### src/rtl/bscan_pkg.sv
package bscan_pkg;
  localparam int unsigned CELL_EN   = 0;
  localparam int unsigned CELL_DATA = 1;
  localparam int unsigned CELL_RX   = 2;
  localparam int unsigned N_CELLS   = 3;

  typedef logic [N_CELLS-1:0] cell_vec_t;
endpackage

### src/rtl/bscan_cell.sv
module bscan_cell #(
  parameter bit UPD_RST = 1'b0
) (
  input  logic clk_i,
  input  logic rst_ni,
  input  logic capture_i,
  input  logic shift_i,
  input  logic update_i,
  input  logic test_sel_i,
  input  logic pi_i,
  input  logic si_i,
  output logic so_o,
  output logic upd_o,
  output logic po_o
);
  logic sh_q, up_q;

  // capture wins over shift
  always_ff @(posedge clk_i or negedge rst_ni) begin
    if (!rst_ni)        sh_q <= 1'b0;
    else if (capture_i) sh_q <= pi_i;
    else if (shift_i)   sh_q <= si_i;
  end

  always_ff @(posedge clk_i or negedge rst_ni) begin
    if (!rst_ni)       up_q <= UPD_RST;
    else if (update_i) up_q <= sh_q;
  end

  assign so_o  = sh_q;
  assign upd_o = up_q;
  assign po_o  = test_sel_i ? up_q : pi_i;
endmodule

### src/rtl/bscan_pin_seg.sv
module bscan_pin_seg
  import bscan_pkg::*;
(
  input  logic clk_i,
  input  logic rst_ni,
  input  logic tdi_i,
  output logic tdo_o,
  input  logic capture_i,
  input  logic shift_i,
  input  logic update_i,
  input  logic ext_test_i,
  input  logic int_test_i,
  input  logic core_oe_i,
  input  logic core_do_i,
  output logic core_di_o,
  output logic pad_do_o,
  output logic pad_oe_o,
  input  logic pad_di_i
);
  cell_vec_t pi_v, si_v, sel_v, sh_v, up_v, po_v;

  assign pi_v[CELL_EN]   = core_oe_i;
  assign pi_v[CELL_DATA] = core_do_i;
  assign pi_v[CELL_RX]   = pad_di_i;

  assign sel_v[CELL_EN]   = ext_test_i;
  assign sel_v[CELL_DATA] = ext_test_i;
  assign sel_v[CELL_RX]   = int_test_i;

  for (genvar i = 0; i < N_CELLS; i++) begin : g_cell
    if (i == 0) begin : g_head
      assign si_v[i] = tdi_i;
    end else begin : g_link
      assign si_v[i] = sh_v[i-1];
    end
    bscan_cell #(.UPD_RST(1'b0)) i_cell (
      .clk_i     (clk_i),
      .rst_ni    (rst_ni),
      .capture_i (capture_i),
      .shift_i   (shift_i),
      .update_i  (update_i),
      .test_sel_i(sel_v[i]),
      .pi_i      (pi_v[i]),
      .si_i      (si_v[i]),
      .so_o      (sh_v[i]),
      .upd_o     (up_v[i]),
      .po_o      (po_v[i])
    );
  end

  assign tdo_o     = sh_v[N_CELLS-1];
  assign pad_oe_o  = po_v[CELL_EN];
  assign pad_do_o  = po_v[CELL_DATA];
  assign core_di_o = po_v[CELL_RX];
endmodule

### config.mk
export PLATFORM = sky130hd
export DESIGN_NAME = bscan_pin_seg
export DESIGN_NICKNAME = d
export VERILOG_FILES = /design/src/rtl/bscan_pkg.sv /design/src/rtl/bscan_cell.sv /design/src/rtl/bscan_pin_seg.sv
export SDC_FILE = /design/constraint.sdc
export NUM_CORES = 1
export LEC_CHECK = 0
export ABC_AREA = 1
export BUFFER_PORTS_ARGS = -buffer_cell sky130_fd_sc_hd__buf_4
export CAP_MARGIN = 20
export CORE_AREA = 5 5 42 44
export DETAILED_ROUTE_END_ITERATION = 8
export DIE_AREA = 0 0 47 49
export SETUP_SLACK_MARGIN = 0.02
export SYNTH_ARGS = -nofsm -noshare
export SYNTH_HDL_FRONTEND = slang
export SYNTH_SLANG_ARGS = --single-unit
### constraint.sdc
create_clock -name clk_i -period 1.3 [get_ports clk_i]
set_clock_uncertainty 0.15 [all_clocks]
set_input_delay 0.13 -clock clk_i [delete_from_list [all_inputs] [get_ports clk_i]]
set_output_delay 0.13 -clock clk_i [all_outputs]
set_load 0.01 [all_outputs]
### Word-level counts from Yosys, hierarchy flattened

Index checks and enable logic that the tools add are counted.

* register bits after elaboration: 6
* input port bits: 11
* output and inout port bits: 4
* word-level logic and storage cells: 16

* multiplexer cells: 9
* reduce and logical (&&, ||, !) cells: 1

Operators with widths (number)
* 1-bit 2-to-1 mux: 9
* 2-bit nonzero test: 1

### Logic depth before layout (Yosys ltp)

Gate-level depths: netlist (run 1).

* word-level depth: 2
* depth in mapped cells: 5
* gate-level depth less buffers: 5

### Hierarchy

A second synthesis (run 1) with hierarchy kept.

* cells, all modules: 48
* area, all modules: 319.1 sq um

Modules (own cells, without submodules)
* bscan_cell: times used 3, cells an instance 16, area an instance 106.4 sq um, sequential area each 50.0 sq um

### Worst setup path before layout (run 1)

No wires, ideal clock.

* path type: register to output
* start: register g_cell[2].i_cell.up_q
* end: output core_di_o
* data arrival time: 0.543 ns
* data required time: 1.020 ns
* path slack: 0.477 ns
* cell stages (with the launch flop): 3
* buffers on the path: 0
* cell sequence: dfrtp_1 inv_1 a21oi_1

* word-level cells in the longest chain between the ends: 1

RTL lines
* start, declared: line bscan_cell.sv:16 `logic sh_q, up_q;`
* start signal, assigned: line bscan_cell.sv:27 `else if (update_i) up_q <= sh_q;`
* 1-bit 2-to-1 mux: line bscan_cell.sv:32 `assign po_o = test_sel_i ? up_q : pi_i;`
* end, declared: line bscan_pin_seg.sv:15 `output logic core_di_o,`

Every way passes these cells.

### Worst setup path in the final report (run 1)

* start: input shift_i
* end: register g_cell[0].i_cell.sh_q

* word-level cells in the longest chain between the ends: 1

RTL lines
* start, declared: line bscan_pin_seg.sv:9 `input logic shift_i,`
* 2-bit nonzero test (no source line)
* end signal, assigned: line bscan_cell.sv:21 `else if (capture_i) sh_q <= pi_i;`
* end signal, assigned: line bscan_cell.sv:22 `else if (shift_i) sh_q <= si_i;`
* end, declared: line bscan_cell.sv:16

Every way passes these cells.
A chain may end at the register's enable or synchronous reset.

==> results of run 1 <==
-- layout make-up --
cell class | instances | area, um2
fill | 157 | 928
multi-input combinational | 31 | 126
sequential | 6 | 150
tap | 16 | 20.0
inverter | 5 | 18.8
clock buffer | 3 | 22.5
timing repair buffer | 17 | 135
-- cells by family after synthesis --
| kind of cell | Yosys count | share of synthesized area |
|---|---|---|
| and+or+nand+nor | 25 | 0.326 |
| DFF | 6 | 0.508 |
| AOI/OAI and AO/OA | 6 | 0.102 |
| buffers and inverters | 5 | 0.0635 |
-- Yosys cell counts --
master and instances:
sky130_fd_sc_hd__inv_2 1, sky130_fd_sc_hd__o21ai_0 3, sky130_fd_sc_hd__nor2_2 1, sky130_fd_sc_hd__a21oi_1 3, sky130_fd_sc_hd__inv_1 4, sky130_fd_sc_hd__nand2_1 21, sky130_fd_sc_hd__dfrtp_1 6, sky130_fd_sc_hd__nor2_1 3
-- registers in the layout, indices dropped and copies added, names as in the netlist --
register	flops
g_cell.i_cell.upd_o	3
g_cell.i_cell.so_o	3
-- worst max-delay path, stage by stage --
cell and delay [ns]:
sky130_fd_sc_hd__dlygate4sd3_1 0.53, sky130_fd_sc_hd__buf_4 0.13, sky130_fd_sc_hd__nor2_2 0.15, sky130_fd_sc_hd__inv_2 0.06, sky130_fd_sc_hd__nand2_1 0.07, sky130_fd_sc_hd__nand2_1 0.05
-- report_power, final --
group	switching (mW)	total, mW	leakage, nW	internal (mW)
Sequential	0.0119	0.222	0.0748	0.210
Combinational	0.0546	0.115	0.171	0.0601
Clock	0.0629	0.167	0.0138	0.104
Total	0.129	0.503	0.260	0.374
-- routing by layer --
layer  vias up  track usage
li1        168            -
met1       140       0.0899
met2        16       0.0860
met3         0       0.0738
met4         0       0.0276
met5         -            0
-- final timing paths --
kind | start | endpoint
max | shift_i | g_cell[0].i_cell.so_o
min | capture_i | g_cell[2].i_cell.so_o
max in group asynchronous | rst_ni | g_cell[2].i_cell.upd_o
min in group asynchronous | rst_ni | g_cell[2].i_cell.so_o
min reg2reg | g_cell[0].i_cell.so_o | g_cell[0].i_cell.upd_o
max reg2reg | g_cell[0].i_cell.so_o | g_cell[1].i_cell.so_o
-- cell usage in the layout (no fill, tap or decap), drive strengths merged --
cell type	Yosys	routed
dfrtp	6	6
clkbuf	0	3
buf	0	14
a21oi	3	3
inv	5	5
nor2	4	4
nand2	21	21
o21ai	3	3
dlygate4sd3	0	3
-- stage by stage --
| step | cells | util | hold WS, ns | instance area, um2 |
|---|---|---|---|---|
| 2_1_floorplan | 42 | - | -0.316 | 295 |
| 3_3_place_gp | 72 | 0.300 | -0.210 | 420 |
| 3_5_place_dp | 72 | 0.300 | -0.210 | 420 |
| 4_1_cts | 78 | 0.338 | 0.0305 | 473 |
| 5_1_grt | 78 | 0.338 | 0.0545 | 473 |
| 6_report | 78 | 0.338 | 0.0362 | 473 |
==> implementation parameters, run 1 <==
Parameter                              Value

Clock network
  Clock root buffer    sky130_fd_sc_hd__clkbuf_4
  Post-CTS Hold Buffers    3
  Later-pin clock latency in the skew report    0.24 ns
  Number of buffers created by CTS    3
  TritonCTS clock tree    yes
  Number of clock sinks seen by CTS    6
  Post_cts resized    0
  H-tree depth reported by CTS    1
  CTS clock-pin slew for the worst setup and hold paths    0.04 ns
  Post-CTS setup buffers    0
  Largest buffer count on any clock path    2

Routing
  Routed length per instance    9.10 um
  Met3 routed wirelength    109 um
  Final routed wirelength across all metal layers    710 um
  Post-detailed-route count of antenna-violating nets    0
  Number of remaining DRC errors    0
  Vias per Instance    4.15
  Number of iterations in the first detailed-routing pass    4
  Wire length the detailed router placed on met1    338 um
  Routed wl met2    262 um
  DR vias    324
  Number of design-rule violations left by the first detailed-router iteration    1
  Top Layer Used    met3

STA
  Maximum clock frequency    0.872 GHz
  Final Hold Vio Count    0
  Pins Over Slew Limit    0
  Setup repair after global routing missed its margin    no
  Count of final setup violators    0
  Shortest clock period the worst path allows after layout    1.15 ns
  Final setup slack of the worst path    0.153 ns
  Post-route clock period utilization    0.883
  Relative max-transition margin    0.883
  Worst-margin pin slew    0.175 ns
  Total Negative Setup Slacks    0 ns

Critical path
  Path depth of the worst reg2reg path    4
  Kind of start point of the critical path    primary input
  Critical path required time    1.28 ns
  Flop-to-flop setup slack    0.43 ns
  Maximum fanout along the worst path    4
  Type of the worst setup path    in -> reg
  Worst setup EP type    flop
  Endpoint arrival time on the critical path    1.13 ns

Yosys
  Fraction of post-synthesis cell area in the top cell type by area    0.508
  Synth area leaders    sky130_fd_sc_hd__dfrtp_1 51%, sky130_fd_sc_hd__nand2_1 27%, sky130_fd_sc_hd__a21oi_1 5.1%
  Net count of the mapped netlist    53
  Synth Cell Area    295 um2
  Syn Inst Count    42
  Synth Warn #    0
  Flip-flop and latch count after synthesis    6
  Cell taking the most area after synthesis    sky130_fd_sc_hd__dfrtp_1
  Count of unique library cells instantiated by Yosys    8
  Part of the Yosys area used for sequential elements    0.508
  Mean post-synth cell area    7.03 um2

Final layout
  Share of layout cells above drive strength 1    0.306
  Number of diodes    0
  Total number of nets in the final design    75
  Area Overhead vs Synth    60.2%

GRT
  Global-route wire length before repair    1.17 mm
  Antenna violations before repair    0
  GRT Total Usage    0.0738
  Total overflow reported by the global router    0
  Vias in the first global route    290
  Pin count of the biggest net entering global routing    7

Pwr
  VDD IR max    789 uV
  Power, Total    503 uW
  Power per cell area    1060 nW/um2
  Cell leakage power    0.260 nW

Placed design
  Final HPWL DP    586 um
  Final weighted congestion of routability-driven global placement    0.668
  Worst slack at placement    0.415 ns
  Port-buffer cells    14

Floorplan
  I/O pin count    15
  Number of placement rows    14
  Initial Util    0.211
  Die span in y    49 um
  Standard cell core area    1400 um2
  Die extent in x    47 um
  Area of the die    2300 um2

Hold path
  Worst min path class    in -> reg
  Cell count of the worst hold path    4

Run status
  Result of the run    completed

Flow run
  Max-capacitance violation count    0
No activity file was read; power rests on OpenSTA's default activity.
==> run 2: changes to the inputs <==
ABC_AREA = not set   (was 1)
==> implementation parameters, run 2 <==
Parameter                              Value

Critical path
  Critical R2R Launch    g_cell[1].i_cell.so_o
  Flop-to-flop setup slack    0.37 ns
  Type of the worst setup path    reg -> out
  Reg-to-Reg End    g_cell[1].i_cell.upd_o
  Maximum fanout along the worst path    2
  Kind of start point of the critical path    flop
  Worst setup EP type    output port
  Path depth of the worst reg2reg path    1
  Startpoint of the most critical setup path    g_cell[1].i_cell.upd_o
  Critical path required time    1.02 ns
  Endpoint arrival time on the critical path    1.01 ns

STA
  Maximum clock frequency    0.774 GHz
  Final setup slack of the worst path    0.00731 ns
  Count of final setup violators    0
  Final Hold Vio Count    0
  Shortest clock period the worst path allows after layout    1.29 ns
  Pins Over Slew Limit    0
  Worst-margin pin slew    0.125 ns
  Total Negative Setup Slacks    0 ns
  Setup repair after global routing missed its margin    yes
  Relative max-transition margin    0.914
  Post-route clock period utilization    0.994

Floorplan
  Die span in y    49 um
  Number of placement rows    14
  Initial Util    0.196
  Area of the die    2300 um2
  Standard cell core area    1400 um2
  I/O pin count    15
  Die extent in x    47 um

Yosys
  Multiplexer area fraction after synthesis    0.356
  Post-synthesis async set-or-reset flop share    1.00
  Fraction of post-synthesis cell area in the top cell type by area    0.548
  Share of synthesized cell area in and, or, nand and nor gates    0.0411
  Dominant combinational cell family by area after synthesis    multiplexers
  Synth Warn #    0
  Synth area leaders    sky130_fd_sc_hd__dfrtp_1 55%, sky130_fd_sc_hd__mux2_2 25%, sky130_fd_sc_hd__mux2i_1 11%
  Most frequently used flop master after synthesis    sky130_fd_sc_hd__dfrtp_1
  Net count of the mapped netlist    32
  Flip-flop and latch count after synthesis    6
  Cell taking the most area after synthesis    sky130_fd_sc_hd__dfrtp_1
  Parity-gate share of the synthesized area counting xor and xnor cells    0
  Post-Synth Adder-Cell Area    0
  Synth top cells by count    6 x sky130_fd_sc_hd__dfrtp_1, 6 x sky130_fd_sc_hd__mux2_2, 3 x sky130_fd_sc_hd__mux2i_1, 3 x sky130_fd_sc_hd__nand2_1, 3 x sky130_fd_sc_hd__o21ai_1
  Compound-cell area share of the yosys netlist    0.0548
  Mean post-synth cell area    13.0 um2
  Part of the Yosys area used for sequential elements    0.548
  Count of unique library cells instantiated by Yosys    5
  Number of flops mapped to enable cells by yosys    0
  Synth Cell Area    274 um2
  Syn Inst Count    21

Flow run
  Max-capacitance violation count    0

Final layout
  Share of layout cells above drive strength 1    0.535
  Area Overhead vs Synth    80.4%
  Cell Count, Final, Fillers Out    59
  Commonest non-fill, non-tap cells in the layout    11 x sky130_fd_sc_hd__buf_4, 6 x sky130_fd_sc_hd__dfrtp_1, 5 x sky130_fd_sc_hd__dlygate4sd3_1
  Total number of nets in the final design    56
  Number of diodes    0
  Most common cell after layout, fill and taps aside    sky130_fd_sc_hd__buf_4

Routing
  DR vias    257
  Number of remaining DRC errors    0
  Number of iterations in the first detailed-routing pass    2
  Final routed wirelength across all metal layers    736 um
  Vias per Instance    4.36
  Routed length per instance    12.5 um
  Post-detailed-route count of antenna-violating nets    0
  Number of design-rule violations left by the first detailed-router iteration    5

Clock network
  H-tree depth reported by CTS    1
  CTS clock-pin slew for the worst setup and hold paths    0.05 ns
  Number of buffers created by CTS    3
  Clock root buffer    sky130_fd_sc_hd__clkbuf_4
  TritonCTS clock tree    yes
  Number of clock sinks seen by CTS    6
  Later-pin clock latency in the skew report    0.24 ns
  Largest buffer count on any clock path    2

Hold path
  Worst min path class    in -> reg
  Min-Delay Endpoint    g_cell[0].i_cell.upd_o
  Launch point of the worst hold path    update_i
  Cell count of the worst hold path    2

Pwr
  Power, Total    532 uW
  Power per cell area    1080 nW/um2
  VDD IR max    467 uV
  Cell leakage power    0.244 nW

GRT
  Antenna violations before repair    0
  Total overflow reported by the global router    0
  GRT Total Usage    0.0765
  Pin count of the biggest net entering global routing    7
  Vias in the first global route    287
  Global-route wire length before repair    1.24 mm

Placed design
  Worst slack at placement    0.260 ns
  Placed insts    51
  Final weighted congestion of routability-driven global placement    0.640
  Port-buffer cells    14

Run status
  Result of the run    completed
[run 2: changes by cell type in the layout (fill, tap and decap cells not counted), sizes merged]
cell,previous run,this run
dlygate4sd3,3,5
mux2i,0,3
inv,5,0
a21oi,3,0
nor2,4,0
mux2,0,6
nand2,21,3
[run 2: layout make-up]
type	count	area (um2)
Fill cell	143	907
Timing Repair Buffer	19	166
Sequential cell	6	150
Multi-Input combinational cell	15	135
Clock buffer	3	22.5
Tap cell	16	20.0
[run 2: worst max-delay path by stage]
stage	slack (ns)	depth (start not counted)	end
6_report	0.007	2	pad_do_o
5_1_grt	-0.03	2	pad_do_o
4_1_cts	0.008	2	core_di_o
3_5_place_dp	0.26	2	core_di_o
3_3_place_gp	0.26	2	core_di_o
2_1_floorplan	0.37	1	g_cell[2].i_cell.upd_o
[run 2: power breakdown]
group          switching, mW  internal (mW)
logic                 0.0461         0.0906
registers             0.0165          0.211
clock network         0.0644          0.104
total                  0.127          0.405
[run 2: worst max-delay path, stage by stage (launching register included)]
cell                      delay, ns
sky130_fd_sc_hd__dfrtp_1       0.38
sky130_fd_sc_hd__mux2_4        0.27
sky130_fd_sc_hd__buf_6         0.12
[run 2: kinds of logic (layout without fill, tap and decap cells)]
family / Yosys count / after routing
flops: 6 / 6
compound gates: 3 / 3
buf+inv: 0 / 22
mux: 9 / 9
simple gates: 3 / 3
[run 2: timing repair]
action,in CTS,in global routing
cloned,0,0
endpoints found under the hold margin,9,0
pin swaps,0,0
buffers inserted,0,0
gates resized for setup,6,0
hold buffers,5,0
setup endpoints to repair,3,3
[run 2: per-layer routing]
| metal | vias to the layer above | wire length [um] | GRT usage |
|---|---|---|---|
| li1 | 119 | - | - |
| met1 | 126 | 296 | 0.0874 |
| met2 | 12 | 376 | 0.115 |
| met3 | 0 | 63 | 0.0554 |
| met4 | 0 | 0 | 0.0138 |
| met5 | - | 0 | 0 |
[run 2: per-stage QoR]
stage	utilization	instance area (um2)	hold WS (ns)
2_1_floorplan	-	274	-0.316
3_3_place_gp	0.285	399	-0.208
3_5_place_dp	0.285	399	-0.209
4_1_cts	0.353	494	0.000689
5_1_grt	0.353	494	0.00318
6_report	0.353	494	0.00991
==> run 3: changes to the inputs <==
CTS_BUF_LIST = sky130_fd_sc_hd__clkbuf_8 sky130_fd_sc_hd__clkbuf_16   (was not set)
==> implementation parameters, run 3 (synthesis gave the netlist of run 2 again) <==
Parameter                              Value

Floorplan
  Initial Util    0.196
  Die extent in x    47 um
  I/O pin count    15
  Standard cell core area    1400 um2
  Die span in y    49 um
  Area of the die    2300 um2
  Number of placement rows    14

Final layout
  Commonest non-fill, non-tap cells in the layout    11 x sky130_fd_sc_hd__buf_4, 6 x sky130_fd_sc_hd__dfrtp_1, 5 x sky130_fd_sc_hd__dlygate4sd3_1
  Combined area of the multi-input logic cells    135 um2
  Number of filler cells placed in the layout    139
  Number of diodes    0
  Share of layout cells above drive strength 1    0.535
  Most common cell after layout, fill and taps aside    sky130_fd_sc_hd__buf_4
  Area Overhead vs Synth    87.2%
  FF/Latch Area    150 um2
  Total number of nets in the final design    56

Clock network
  Number of buffers created by CTS    3
  Post-CTS setup buffers    0
  Later-pin clock latency in the skew report    0.22 ns
  TritonCTS clock tree    yes
  Largest buffer count on any clock path    2
  H-tree depth reported by CTS    1
  CTS clock-pin slew for the worst setup and hold paths    0.04 ns
  Clock root buffer    sky130_fd_sc_hd__clkbuf_8
  Number of clock sinks seen by CTS    6

Run status
  Result of the run    completed

Routing
  Post-detailed-route count of antenna-violating nets    0
  Number of iterations in the first detailed-routing pass    2
  Final routed wirelength across all metal layers    747 um
  Vias per Instance    4.19
  Routed length per instance    12.7 um
  Number of remaining DRC errors    0
  Number of design-rule violations left by the first detailed-router iteration    6
  DR vias    247

Critical path
  Number of buffer and inverter instances along the worst setup path    1
  Endpoint arrival time on the critical path    1.00 ns
  Kind of start point of the critical path    flop
  Peak per-stage delay on the critical path    0.38 ns
  Critical path required time    1.02 ns
  Type of the worst setup path    reg -> out
  Worst setup EP type    output port
  Maximum fanout along the worst path    2
  Cells traversed along the worst timing path    mux2_4 -> buf_6
  Largest delay share family, worst path    flip-flops
  Critical Path Slowest Stage Cell    sky130_fd_sc_hd__dfrtp_1

GRT
  Vias in the first global route    281
  Global-route wire length before repair    1.21 mm
  Pin count of the biggest net entering global routing    7
  Antenna violations before repair    0
  GRT Total Usage    0.0773
  Total overflow reported by the global router    0

Pwr
  Portion of total power attributed to the clock network    0.431
  Fraction of power spent switching nets    0.218
  Cell leakage power    0.252 nW
  VDD IR max    622 uV
  Combinational share of power    0.213
  Register share of total power    0.355
  Internal portion of total power    500 uW
  Switch Pwr    140 uW
  Power per cell area    1250 nW/um2

STA
  Final Hold Vio Count    0
  Maximum clock frequency    0.784 GHz
  Count of final setup violators    0
  Pins Over Slew Limit    0
  Worst hold-check slack    0.0314 ns
  Relative max-transition margin    0.915
  Post-route clock period utilization    0.981
  Shortest clock period the worst path allows after layout    1.28 ns
  Worst-margin pin slew    0.124 ns
  Setup repair after global routing missed its margin    yes
  Total Negative Setup Slacks    0 ns

Hold path
  Worst min path class    in -> reg

Flow run
  Max-capacitance violation count    0

Placed design
  Port-buffer cells    14
  Final weighted congestion of routability-driven global placement    0.640
[run 3: cell count changes in the layout (fill, tap and decap cells not counted)]
cell | previous run | this run
sky130_fd_sc_hd__clkbuf_8 | 0 | 3
sky130_fd_sc_hd__clkbuf_4 | 3 | 0
[run 3: metrics by stage]
stage          setup WS, ns  total power [mW]  area (um2)   util  instances
2_1_floorplan         0.367             0.270         274      -         21
4_1_cts              0.0196             0.636         498  0.355         59
5_1_grt             0.00559             0.679         513  0.366         59
3_3_place_gp          0.262             0.333         399  0.285         51
3_5_place_dp          0.260             0.334         399  0.285         51
6_report             0.0246             0.640         513  0.366         59
[run 3: path summary, 6_finish.rpt]
check | depth (start not counted) | slack, ns | endpoint | start
worst min register to register | 1 | 0.37 | g_cell[0].i_cell.upd_o | g_cell[0].i_cell.upd_o
max in group asynchronous | 2 | 0.78 | g_cell[2].i_cell.so_o | rst_ni
worst min-delay path | 2 | 0.03 | g_cell[0].i_cell.upd_o | update_i
worst max-delay path | 2 | 0.02 | pad_do_o | g_cell[1].i_cell.upd_o
min in group asynchronous | 2 | 0.10 | g_cell[0].i_cell.upd_o | rst_ni
worst max register to register | 1 | 0.37 | g_cell[1].i_cell.upd_o | g_cell[1].i_cell.so_o
[run 3: power groups by stage]
stage	clock network (mW)	logic, mW	registers, mW
2_1_floorplan	0	0.0466	0.224
3_3_place_gp	0	0.107	0.227
3_5_place_dp	0	0.107	0.227
4_1_cts	0.283	0.126	0.226
5_1_grt	0.300	0.150	0.229
6_report	0.276	0.137	0.227
[run 3: what timing repair did]
action                                  in CTS  in global routing
endpoints found under the setup margin       1                  3
hold buffers                                 5                  0
resized for setup                            2                  4
hold endpoints to repair                     9                  0
gates cloned                                 0                  0
[run 3: layout make-up]
cell class,instances,share of cell area
Sequential cell,6,0.293
Clock buffer,3,0.0805
Tap cell,16,0.0390
Multi-Input combinational cell,15,0.263
Timing Repair Buffer,19,0.324
[run 3: per-layer routing]
metal | share of wire | global-route usage | vias up
met2 | 0.49 | 0.111 | 11
met4 | 0.013 | 0.0276 | 0
met1 | 0.40 | 0.0874 | 114
met5 | 0 | 0 | -
met3 | 0.095 | 0.0554 | 2
li1 | - | - | 120
